===== src/rtl/dds_pkg.sv =====
// Package dds_pkg
// Shared mode codes and host-side field addresses for the DDS phase generator.
// Assumes a 3-bit mode field and a 3-bit field address.
package dds_pkg;
    typedef enum logic [2:0] {
        MD_TONE  = 3'b000,
        MD_FSK   = 3'b001,
        MD_RAMPF = 3'b010,
        MD_SWEEP = 3'b011,
        MD_BPSK  = 3'b100
    } dds_mode_e;

    localparam logic [2:0] FLD_INC_A = 3'd0;
    localparam logic [2:0] FLD_INC_B = 3'd1;
    localparam logic [2:0] FLD_OFS_A = 3'd2;
    localparam logic [2:0] FLD_OFS_B = 3'd3;
    localparam logic [2:0] FLD_AMP   = 3'd4;
    localparam logic [2:0] FLD_MODE  = 3'd5;
endpackage


===== src/rtl/dds_cfg_bank.sv =====
// Module dds_cfg_bank
// Holds the host-written buffer registers and the working registers. An
// update strobe passes through SYNC_N flops. Its rising edge then copies
// every buffered field into the working set on one clock edge.
// Assumes FTW_W >= POW_W and FTW_W >= AMP_W.
module dds_cfg_bank #(
    parameter int FTW_W  = 48,
    parameter int POW_W  = 14,
    parameter int AMP_W  = 12,
    parameter int SYNC_N = 2
) (
    input  logic             clk,
    input  logic             rst_n,
    input  logic             wr_en_i,
    input  logic [2:0]       wr_addr_i,
    input  logic [FTW_W-1:0] wr_data_i,
    input  logic             upd_i,
    output logic [FTW_W-1:0] inc_a_o,
    output logic [FTW_W-1:0] inc_b_o,
    output logic [POW_W-1:0] ofs_a_o,
    output logic [POW_W-1:0] ofs_b_o,
    output logic [AMP_W-1:0] amp_o,
    output logic [2:0]       mode_o,
    output logic             upd_pulse_o
);
    import dds_pkg::*;

    logic [FTW_W-1:0] inc_a_b, inc_b_b;
    logic [POW_W-1:0] ofs_a_b, ofs_b_b;
    logic [AMP_W-1:0] amp_b;
    logic [2:0]       mode_b;
    logic [SYNC_N:0]  sync_q;

    // Synchronise the strobe and keep one extra stage for edge detection.
    always_ff @(posedge clk) begin
        if (!rst_n) sync_q <= '0;
        else        sync_q <= {sync_q[SYNC_N-1:0], upd_i};
    end

    assign upd_pulse_o = sync_q[SYNC_N-1] & ~sync_q[SYNC_N];

    // Host writes land in the buffer set only.
    always_ff @(posedge clk) begin
        if (!rst_n) begin
            inc_a_b <= '0;
            inc_b_b <= '0;
            ofs_a_b <= '0;
            ofs_b_b <= '0;
            amp_b   <= '0;
            mode_b  <= '0;
        end else if (wr_en_i) begin
            case (wr_addr_i)
                FLD_INC_A: inc_a_b <= wr_data_i;
                FLD_INC_B: inc_b_b <= wr_data_i;
                FLD_OFS_A: ofs_a_b <= wr_data_i[POW_W-1:0];
                FLD_OFS_B: ofs_b_b <= wr_data_i[POW_W-1:0];
                FLD_AMP:   amp_b   <= wr_data_i[AMP_W-1:0];
                FLD_MODE:  mode_b  <= wr_data_i[2:0];
                default:   ;
            endcase
        end
    end

    // Copy all buffered fields into the working set together.
    always_ff @(posedge clk) begin
        if (!rst_n) begin
            inc_a_o <= '0;
            inc_b_o <= '0;
            ofs_a_o <= '0;
            ofs_b_o <= '0;
            amp_o   <= '0;
            mode_o  <= '0;
        end else if (upd_pulse_o) begin
            inc_a_o <= inc_a_b;
            inc_b_o <= inc_b_b;
            ofs_a_o <= ofs_a_b;
            ofs_b_o <= ofs_b_b;
            amp_o   <= amp_b;
            mode_o  <= mode_b;
        end
    end
endmodule


===== src/rtl/dds_phase_path.sv =====
// Module dds_phase_path
// Phase accumulator and phase word stage. The accumulator wraps modulo
// 2^FTW_W and clears synchronously. The phase word is the top PH_W bits
// of the accumulator plus the offset, aligned to the phase word's MSB.
// Assumes PH_W >= POW_W and FTW_W >= PH_W.
module dds_phase_path #(
    parameter int FTW_W = 48,
    parameter int POW_W = 14,
    parameter int PH_W  = 17
) (
    input  logic             clk,
    input  logic             rst_n,
    input  logic             clr_i,
    input  logic [FTW_W-1:0] inc_i,
    input  logic [POW_W-1:0] ofs_i,
    output logic [FTW_W-1:0] acc_o,
    output logic [PH_W-1:0]  phase_o
);
    localparam int OFS_SH = PH_W - POW_W;

    // Accumulate the increment, or return to zero on clear.
    always_ff @(posedge clk) begin
        if (!rst_n)     acc_o <= '0;
        else if (clr_i) acc_o <= '0;
        else            acc_o <= acc_o + inc_i;
    end

    // Truncate the accumulator and apply the phase offset.
    always_ff @(posedge clk) begin
        if (!rst_n) phase_o <= '0;
        else        phase_o <= acc_o[FTW_W-1 -: PH_W] + (PH_W'(ofs_i) << OFS_SH);
    end
endmodule


===== src/rtl/dds_cos_lut.sv =====
// Module dds_cos_lut
// Phase-to-amplitude stage. A quarter-wave table of 2^LUT_AW entries holds
// cosine values at bin midpoints. The table is computed at elaboration by
// an integer Taylor series. Quadrant folding mirrors and negates it into a
// full period. The output is registered.
// Assumes PH_W >= LUT_AW + 2.
module dds_cos_lut #(
    parameter int PH_W   = 17,
    parameter int LUT_AW = 5,
    parameter int AMP_W  = 12
) (
    input  logic                    clk,
    input  logic                    rst_n,
    input  logic [PH_W-1:0]         phase_i,
    output logic signed [AMP_W-1:0] cos_o
);
    localparam int     QN   = 1 << LUT_AW;
    localparam longint FS   = (longint'(1) <<< (AMP_W - 1)) - 1;
    localparam longint PI28 = 64'sd843314857;

    // Cosine of the centre of quarter-wave bin idx, in Q28, scaled to full-scale.
    function automatic logic [AMP_W-1:0] quarter_val(input int idx);
        longint x, x2, t, s;
        x  = (longint'(2 * idx + 1) * PI28) / longint'(4 * QN);
        x2 = (x * x) >>> 28;
        t  = longint'(1) <<< 28;
        s  = t;
        for (int k = 1; k <= 6; k++) begin
            t = -((t * x2) >>> 28) / longint'((2 * k - 1) * (2 * k));
            s = s + t;
        end
        return AMP_W'((s * FS + (longint'(1) <<< 27)) >>> 28);
    endfunction

    logic [AMP_W-1:0] qtab [QN];

    for (genvar gi = 0; gi < QN; gi++) begin : g_tab
        localparam logic [AMP_W-1:0] QV = quarter_val(gi);
        assign qtab[gi] = QV;
    end

    logic [1:0]        quad;
    logic [LUT_AW-1:0] idx;
    logic [AMP_W-1:0]  mag;
    logic              neg;

    // Fold the phase into the first quadrant and choose the sign.
    always_comb begin
        quad = phase_i[PH_W-1 -: 2];
        idx  = phase_i[PH_W-3 -: LUT_AW];
        mag  = quad[0] ? qtab[~idx] : qtab[idx];
        neg  = quad[1] ^ quad[0];
    end

    // Register the signed sample.
    always_ff @(posedge clk) begin
        if (!rst_n) cos_o <= '0;
        else        cos_o <= neg ? -$signed(mag) : $signed(mag);
    end
endmodule


===== src/rtl/dds_core.sv =====
// Module dds_core
// Top of the multi-mode DDS phase generator. It joins the configuration
// bank, the mode-driven register selection, the phase path, the cosine
// table and the amplitude scaler. Latency: phase_o one cycle after the
// accumulator; sample_o two cycles after phase_o.
// Assumes sel_i and clr_i are synchronous to clk.
module dds_core #(
    parameter int FTW_W  = 48,
    parameter int POW_W  = 14,
    parameter int PH_W   = 17,
    parameter int AMP_W  = 12,
    parameter int LUT_AW = 5,
    parameter int SYNC_N = 2
) (
    input  logic             clk,
    input  logic             rst_n,
    input  logic             clr_i,
    input  logic             sel_i,
    input  logic             wr_en_i,
    input  logic [2:0]       wr_addr_i,
    input  logic [FTW_W-1:0] wr_data_i,
    input  logic             upd_i,
    output logic [PH_W-1:0]  phase_o,
    output logic [AMP_W-1:0] sample_o
);
    import dds_pkg::*;

    localparam int PROD_W = 2 * AMP_W + 1;

    logic [FTW_W-1:0]         inc_a, inc_b, inc_used, acc_q;
    logic [POW_W-1:0]         ofs_a, ofs_b, ofs_used;
    logic [AMP_W-1:0]         amp_q;
    logic [2:0]               mode_q;
    logic                     upd_pulse;
    logic signed [AMP_W-1:0]  cos_q;
    logic signed [PROD_W-1:0] prod;

    dds_cfg_bank #(
        .FTW_W(FTW_W), .POW_W(POW_W), .AMP_W(AMP_W), .SYNC_N(SYNC_N)
    ) cfg_i (
        .clk(clk), .rst_n(rst_n), .wr_en_i(wr_en_i), .wr_addr_i(wr_addr_i),
        .wr_data_i(wr_data_i), .upd_i(upd_i), .inc_a_o(inc_a), .inc_b_o(inc_b),
        .ofs_a_o(ofs_a), .ofs_b_o(ofs_b), .amp_o(amp_q), .mode_o(mode_q),
        .upd_pulse_o(upd_pulse)
    );

    // Mode decode: only FSK and BPSK let the select pin switch a register pair.
    always_comb begin
        inc_used = (mode_q == MD_FSK  && sel_i) ? inc_b : inc_a;
        ofs_used = (mode_q == MD_BPSK && sel_i) ? ofs_b : ofs_a;
    end

    dds_phase_path #(
        .FTW_W(FTW_W), .POW_W(POW_W), .PH_W(PH_W)
    ) path_i (
        .clk(clk), .rst_n(rst_n), .clr_i(clr_i), .inc_i(inc_used),
        .ofs_i(ofs_used), .acc_o(acc_q), .phase_o(phase_o)
    );

    dds_cos_lut #(
        .PH_W(PH_W), .LUT_AW(LUT_AW), .AMP_W(AMP_W)
    ) lut_i (
        .clk(clk), .rst_n(rst_n), .phase_i(phase_o), .cos_o(cos_q)
    );

    // Signed sample times unsigned amplitude, full width.
    always_comb begin
        prod = PROD_W'(cos_q) * $signed({{(AMP_W + 1){1'b0}}, amp_q});
    end

    // Register the scaled sample (floor division by 2^AMP_W).
    always_ff @(posedge clk) begin
        if (!rst_n) sample_o <= '0;
        else        sample_o <= AMP_W'(prod >>> AMP_W);
    end
endmodule


===== config.mk =====
export PLATFORM = sky130hd
export DESIGN_NAME = dds_core
export DESIGN_NICKNAME = d
export VERILOG_FILES = /design/src/rtl/dds_pkg.sv /design/src/rtl/dds_cfg_bank.sv /design/src/rtl/dds_phase_path.sv /design/src/rtl/dds_cos_lut.sv /design/src/rtl/dds_core.sv
export SDC_FILE = /design/constraint.sdc
export NUM_CORES = 1
export LEC_CHECK = 0
export CAP_MARGIN = 10
export CORE_MARGIN = 10
export CORE_UTILIZATION = 50
export CTS_CLUSTER_DIAMETER = 40
export DETAILED_ROUTE_END_ITERATION = 7
export DONT_BUFFER_PORTS = 1
export PLACE_DENSITY = 0.76
export SYNTH_ARGS = -nofsm -noshare
export SYNTH_HDL_FRONTEND = slang
export SYNTH_SLANG_ARGS = --single-unit

===== constraint.sdc =====
create_clock -name clk -period 12.4 [get_ports clk]
set_input_delay 1.24 -clock clk [delete_from_list [all_inputs] [get_ports clk]]
set_output_delay 1.24 -clock clk [all_outputs]
set_load 0.02 [all_outputs]

**Yosys cells after proc, flatten, opt, wreduce, memory -nomap -nowiden**

Memory sizes are Yosys's and may differ from the RTL's.
Index checks and enable logic that the tools add are counted.

- Register bits: 370
- Logic and storage cells: 57
- Bits in read-only memories: 768
- Memories kept: 2

Memories:

| memory | words | width | rd ports | clocked after memory_dff | write ports | RTL line | text |
|---|---|---|---|---|---|---|---|
| (no name shown) | 32 | 12 | 1 | 0 | 0 | dds_cos_lut.sv:51 | `mag = quad[0] ? qtab[~idx] : qtab[idx];` |
| (no name shown) | 32 | 12 | 1 | 0 | 0 | dds_cos_lut.sv:51 |  |

- Add/subtract/negate cells: 3
- Reductions and logical operators: 10
- Bitwise operators: 7
- Multipliers: 1
- Order comparisons: 2
- Equal/unequal tests: 7
- Muxes and demuxes: 8

Operators by type and width:

| operator | count |
|---|---|
| 12-bit two-way mux | 6 |
| 48-bit adder | 1 |
| 48-bit two-way mux | 1 |
| 12-bit by 13-bit multiplier with 24-bit output | 1 |
| 17-bit adder | 1 |
| 14-bit two-way mux | 1 |
| 6-bit >= comparator (second input constant) | 2 |
| 12-bit negator | 1 |
| 5-bit inverter with 6-bit output | 2 |
| 2-bit AND reduction | 6 |
| 3-bit == test (second input constant) | 3 |
| 3-bit by 1-bit == test with 1-bit output (second input constant) | 2 |
| 3-bit by 2-bit == test with 1-bit output (second input constant) | 2 |
| 5-bit inverter | 1 |
| 3-bit logical NOT | 1 |
| 1-bit logical AND | 2 |
| 1-bit inverter | 2 |
| 2-bit OR reduction | 1 |
| 1-bit bitwise AND | 1 |
| 1-bit XOR | 1 |

**Depth between registers and ports, before layout**

- Depth in word-level cells: 8
- Gate-level depth with buffers: 21

**By module**

Synthesis repeated with hierarchy kept, for this count alone.

- Cells, all modules: 2643
- Area total of the unflattened synthesis: 22278.9 um^2

By module, submodules not included:

| module | area an instance (um^2) | times used | seq. area each (um^2) | cells an instance |
|---|---|---|---|---|
| dds_cfg_bank | 9784.4 | 1 | 5625.4 | 1131 |
| dds_core | 5724.2 | 1 | 240.2 | 651 |
| dds_phase_path | 4971.0 | 1 | 1301.2 | 622 |
| dds_cos_lut | 1799.2 | 1 | 240.2 | 239 |

**Least setup slack after synthesis**

No wires, ideal clock.

- Kind: register to register
- Start point: register cfg_i.amp_o[8]
- End point: register sample_o[10]
- Path slack: 6.853 ns
- Library setup time: 0.080 ns
- Arrival time: 5.467 ns
- Stages on the path, launching flop included: 20
- Path through: dfxtp_1 -> clkbuf_1 -> nand2_1 -> fa_1 -> fa_1 -> inv_1 -> fa_1 -> fa_1 -> inv_1 -> fa_1 -> inv_1 -> ha_1 -> or4_4 -> a21oi_2 -> o21ai_2 -> a2111oi_4 -> nor3_2 -> or3_1 -> or2_0 -> a211oi_2

- Word-level cells in the longest chain between the ends: 1

RTL lines:

| what | RTL line | text |
|---|---|---|
| start, declared | dds_cfg_bank.sv:22 | `output logic [AMP_W-1:0] amp_o,` |
| start signal, assigned | dds_cfg_bank.sv:78 | `amp_o <= amp_b;` |
| 12-bit by 13-bit multiplier with 24-bit output | dds_core.sv:68 | `prod = PROD_W'(cos_q) * $signed({{(AMP_W + 1){1'b0}}, amp_q});` |
| end signal, assigned | dds_core.sv:74 | `else sample_o <= AMP_W'(prod >>> AMP_W);` |
| end, declared | dds_core.sv:24 | `output logic [AMP_W-1:0] sample_o` |

No other way between the ends.
A chain may end at the register's enable or synchronous reset.

**Final worst setup path**

Same ends and word-level chain as after synthesis.

==> impl_metrics.env <==
export IMPL_status="complete, no violations"
export IMPL_routed_via_density=5.55
export IMPL_fin_skew_ns=0.0212
export IMPL_internal_power_mw=2.09
export IMPL_maxCapViolCount=0
export IMPL_antenna_found_initial=0
export IMPL_grt_use_total_pct=20.4
export IMPL_insertion_delay_ns=0.60
export IMPL_fin_setup_tns_ns=0
export IMPL_place_area_sq_um=21700
export IMPL_drive_above_1_share_pct=7.42
export IMPL_grt_pass1_wl_um=86500
export IMPL_core_area_sq_um=42200
export IMPL_leakagePower_nw=9.56
export IMPL_grt_start_max_net_pins=129
export IMPL_post_route_drc_count=0
export IMPL_cts_root_buf="clkbuf_16"
export IMPL_timing_fmax_mhz=167
export IMPL_hold_buffers=0
export IMPL_post_synth_num_cell_types=76
export IMPL_combPwrFrac_pct=2.7
export IMPL_dp_slack_ns=6.42
export IMPL_yosys_warnings=0
export IMPL_pwr_density_cell_nw_per_um2=117
export IMPL_clock_sinks=370
export IMPL_die_y_um=227
export IMPL_grt_pass1_vias=17338
export IMPL_clockBufferDepth=3
export IMPL_endpoint_kind="flop"
export IMPL_fin_area_sq_um=23500
export IMPL_htreeDepth=2
export IMPL_syn_num_nets=2974
export IMPL_period_needed_ns=5.99
export IMPL_multi_input_area_sq_um=12900
export IMPL_cp_startpoint="cfg_i.amp_o[8]"
export IMPL_wl_um=52500
export IMPL_cts_buffers=51
export IMPL_cp_common_cell="fa_1"
export IMPL_crit_slowest_cell="dfxtp_1"
export IMPL_cp_slowest_stage_delay_ns=0.65
export IMPL_cp_start_kind="flop"
export IMPL_num_rows=75
export IMPL_min_from="cfg_i.sync_q[0]"
export IMPL_numPortBuffers=0
export IMPL_gp_congestion=0.908
export IMPL_dp_hpwl_um=36700
export IMPL_timing_rr_start="cfg_i.amp_o[8]"
export IMPL_critical_path_class="reg -> reg"
export IMPL_fin_crit_sh_pct=48.3
export IMPL_rsz0062_at_grt="no"
export IMPL_cp_max_fo=13
export IMPL_seqCellArea_sq_um=7410
export IMPL_ff2ff_setup_slack_ns=6.41
export IMPL_syn2layout_area_growth_pct=9.24
export IMPL_die_area_sq_um=51700
export IMPL_avgSynthCellArea_sq_um=8.02
export IMPL_hold_violations=0
export IMPL_finalSetupViolations=0
export IMPL_drt_iter0_markers=1083
export IMPL_relSlewSlack_pct=27.4
export IMPL_cts_tree="done"
export IMPL_ios=86
export IMPL_post_cts_resized=0
export IMPL_cp_top_family="adder cells"
export IMPL_final_max_slew_violation_count=0
export IMPL_num_vias=17577
export IMPL_power_share_clock_pct=53.1
export IMPL_hp_class="reg -> reg"
export IMPL_fillerInstances=3773
export IMPL_totalPowerFinal_mw=2.76
export IMPL_drt_pass1_iterations=5
export IMPL_post_cts_setup_buffer_count=0
export IMPL_synthFlopType="dfxtp_1"
export IMPL_fin_ws_ns=6.41
export IMPL_ant_nets=0
export IMPL_vdd_drop_max_mv=0.114
export IMPL_initial_core_util_pct=50.9
export IMPL_p_sw_share_pct=24.2
export IMPL_cp_cell_sequence="nand2_1 -> fa_1 -> fa_1 -> inv_1 -> fa_1 -> fa_1 -> inv_1 -> fa_1 -> inv_1 -> ha_1 -> or4_4 -> a21oi_2 -> o21ai_2 -> a2111oi_4 -> nor3_2 -> or3_1 -> or2_0 -> a211oi_2"
export IMPL_diodes=0
export IMPL_path_clk_slew_ns=0.06
export IMPL_netlist_instances=2682
export IMPL_switchingPower_uw=666
export IMPL_post_drt_wl_per_cell_um=16.6
export IMPL_die_w_um=227
export IMPL_grt_ovfl_total=0
export IMPL_critPathRequiredTime_ns=12.91
export IMPL_syn_cell_area_sq_um=21500
export IMPL_seq_area_frac_synth_pct=34.4
export IMPL_seqPwrFrac_pct=44.2
export IMPL_async_reset_ff_share_pct=0
export IMPL_path_buf_inv=3
export IMPL_ys_seq_elements=370
export IMPL_worstMarginPinSlew_ns=1.08
export IMPL_synth_edf_count=0
export IMPL_critPathArrivalTime_ns=6.51
export IMPL_nNetsFinal=2880
area by class of cell:
| class | instances | share of cell area, % |
|---|---|---|
| clock buffer | 58 | 5.71 |
| tap | 539 | 2.87 |
| clock inverter | 34 | 1.71 |
| sequential | 370 | 31.5 |
| multi-input combinational | 1983 | 55.0 |
| timing repair buffer | 16 | 0.511 |
| inverter | 166 | 2.68 |
worst paths after layout:
| kind | endpoint | depth (start not counted) |
|---|---|---|
| worst max-delay path | sample_o[10] | 18 |
| worst min-delay path | cfg_i.sync_q[1] | 1 |
| worst max register to register | sample_o[10] | 18 |
| worst min register to register | cfg_i.sync_q[1] | 1 |
flip-flops by register name, summed over array words and instances (netlist names), 14 cells and up:
name / count
cfg_i.inc_b_o: 48
path_i.phase_o: 17
cfg_i.ofs_a_o: 14
path_i.acc_o: 48
cfg_i.ofs_b_o: 14
cfg_i.ofs_b_b: 14
cfg_i.inc_a_b: 48
cfg_i.inc_a_o: 48
cfg_i.ofs_a_b: 14
cfg_i.inc_b_b: 48
cell families after synthesis:
logic type | share of synthesized area (%)
xor gates and xnor gates | 2.40
AOI/OAI and AO/OA | 15.2
buffers and inverters | 5.78
DFF | 34.4
adders and majority gates | 17.2
and+or+nand+nor | 20.9
muxes | 4.07
cell usage in the layout (no fill, tap or decap), types with 5 or more instances in the layout:
| master | netlist | routed |
|---|---|---|
| nor2_1 | 120 | 120 |
| buf_4 | 0 | 16 |
| xnor2_1 | 38 | 38 |
| nand2b_1 | 22 | 21 |
| o21ai_1 | 10 | 10 |
| a211o_1 | 5 | 5 |
| a31oi_1 | 16 | 16 |
| o21a_1 | 13 | 13 |
| o21bai_1 | 10 | 10 |
| clkinv_8 | 0 | 5 |
| and3_1 | 9 | 9 |
| a211oi_1 | 15 | 15 |
| nand3_1 | 19 | 18 |
| a21oi_1 | 357 | 357 |
| inv_6 | 0 | 7 |
| o211ai_1 | 7 | 7 |
| or2_2 | 6 | 6 |
| nor3b_1 | 10 | 10 |
| o21ai_0 | 47 | 47 |
| fa_1 | 101 | 101 |
| and2_1 | 57 | 57 |
| nor3_1 | 43 | 41 |
| nor2b_1 | 13 | 12 |
| or3_1 | 10 | 10 |
| mux2_2 | 61 | 61 |
| inv_1 | 162 | 162 |
| nand3b_1 | 5 | 5 |
| xor2_1 | 21 | 21 |
| nand2_1 | 702 | 702 |
| mux2i_1 | 12 | 12 |
| inv_8 | 0 | 6 |
| ha_1 | 134 | 134 |
| clkbuf_16 | 0 | 51 |
| dfxtp_1 | 370 | 370 |
| a21o_1 | 38 | 38 |
| clkinv_4 | 0 | 5 |
| nand4_1 | 21 | 21 |
worst reg2reg max path, delay by kind of cell (launching register included):
family          cells  cell delay (ns)
compound gates      4             0.87
fa+ha+maj           6             2.81
buf+inv             3             0.15
flops               1             0.65
simple gates        5             1.44
synth_stat cells, types with 12 or more instances:
library cell / count / area, sq um
mux2_2: 61 / 687
and2_1: 57 / 357
nor3_1: 43 / 215
nand2_1: 702 / 2640
dfxtp_1: 370 / 7410
o21a_1: 13 / 97.6
fa_1: 101 / 2020
xor2_1: 21 / 184
inv_1: 162 / 608
o21ai_0: 47 / 235
mux2i_1: 12 / 120
nand4_1: 21 / 131
xnor2_1: 38 / 333
ha_1: 134 / 1680
a31oi_1: 16 / 100
nand2b_1: 22 / 138
nor2_1: 120 / 450
clkbuf_1: 146 / 548
nor2b_1: 13 / 81.3
a21oi_1: 357 / 1790
a21o_1: 38 / 285
a211oi_1: 15 / 113
nand3_1: 19 / 95.1
stage by stage:
step | utilization [%] | std cells | hold WS, ns
floorplan | - | 2682 | 0.412
global placement | 51.5 | 3074 | 0.429
detailed placement | 51.5 | 3074 | 0.431
CTS | 55.6 | 3166 | 0.440
global route | 55.6 | 3166 | 0.456
finish | 55.6 | 3166 | 0.435
power by group through the flow:
stage / Combinational [mW] / Clock [mW] / Sequential, mW
floorplan: 0.0631 / 0 / 1.24
global placement: 0.0730 / 0 / 1.24
detailed placement: 0.0747 / 0 / 1.24
CTS: 0.0751 / 1.49 / 1.22
global route: 0.0841 / 1.54 / 1.22
finish: 0.0748 / 1.46 / 1.22
metal layers:
layer / share of wire, % / global-route usage (%)
met1: 42 / 24.3
met2: 49 / 35.6
met3: 5.3 / 4.01
met4: 3.5 / 7.89
met5: 0 / 0
(Power assumes the default switching activity.)
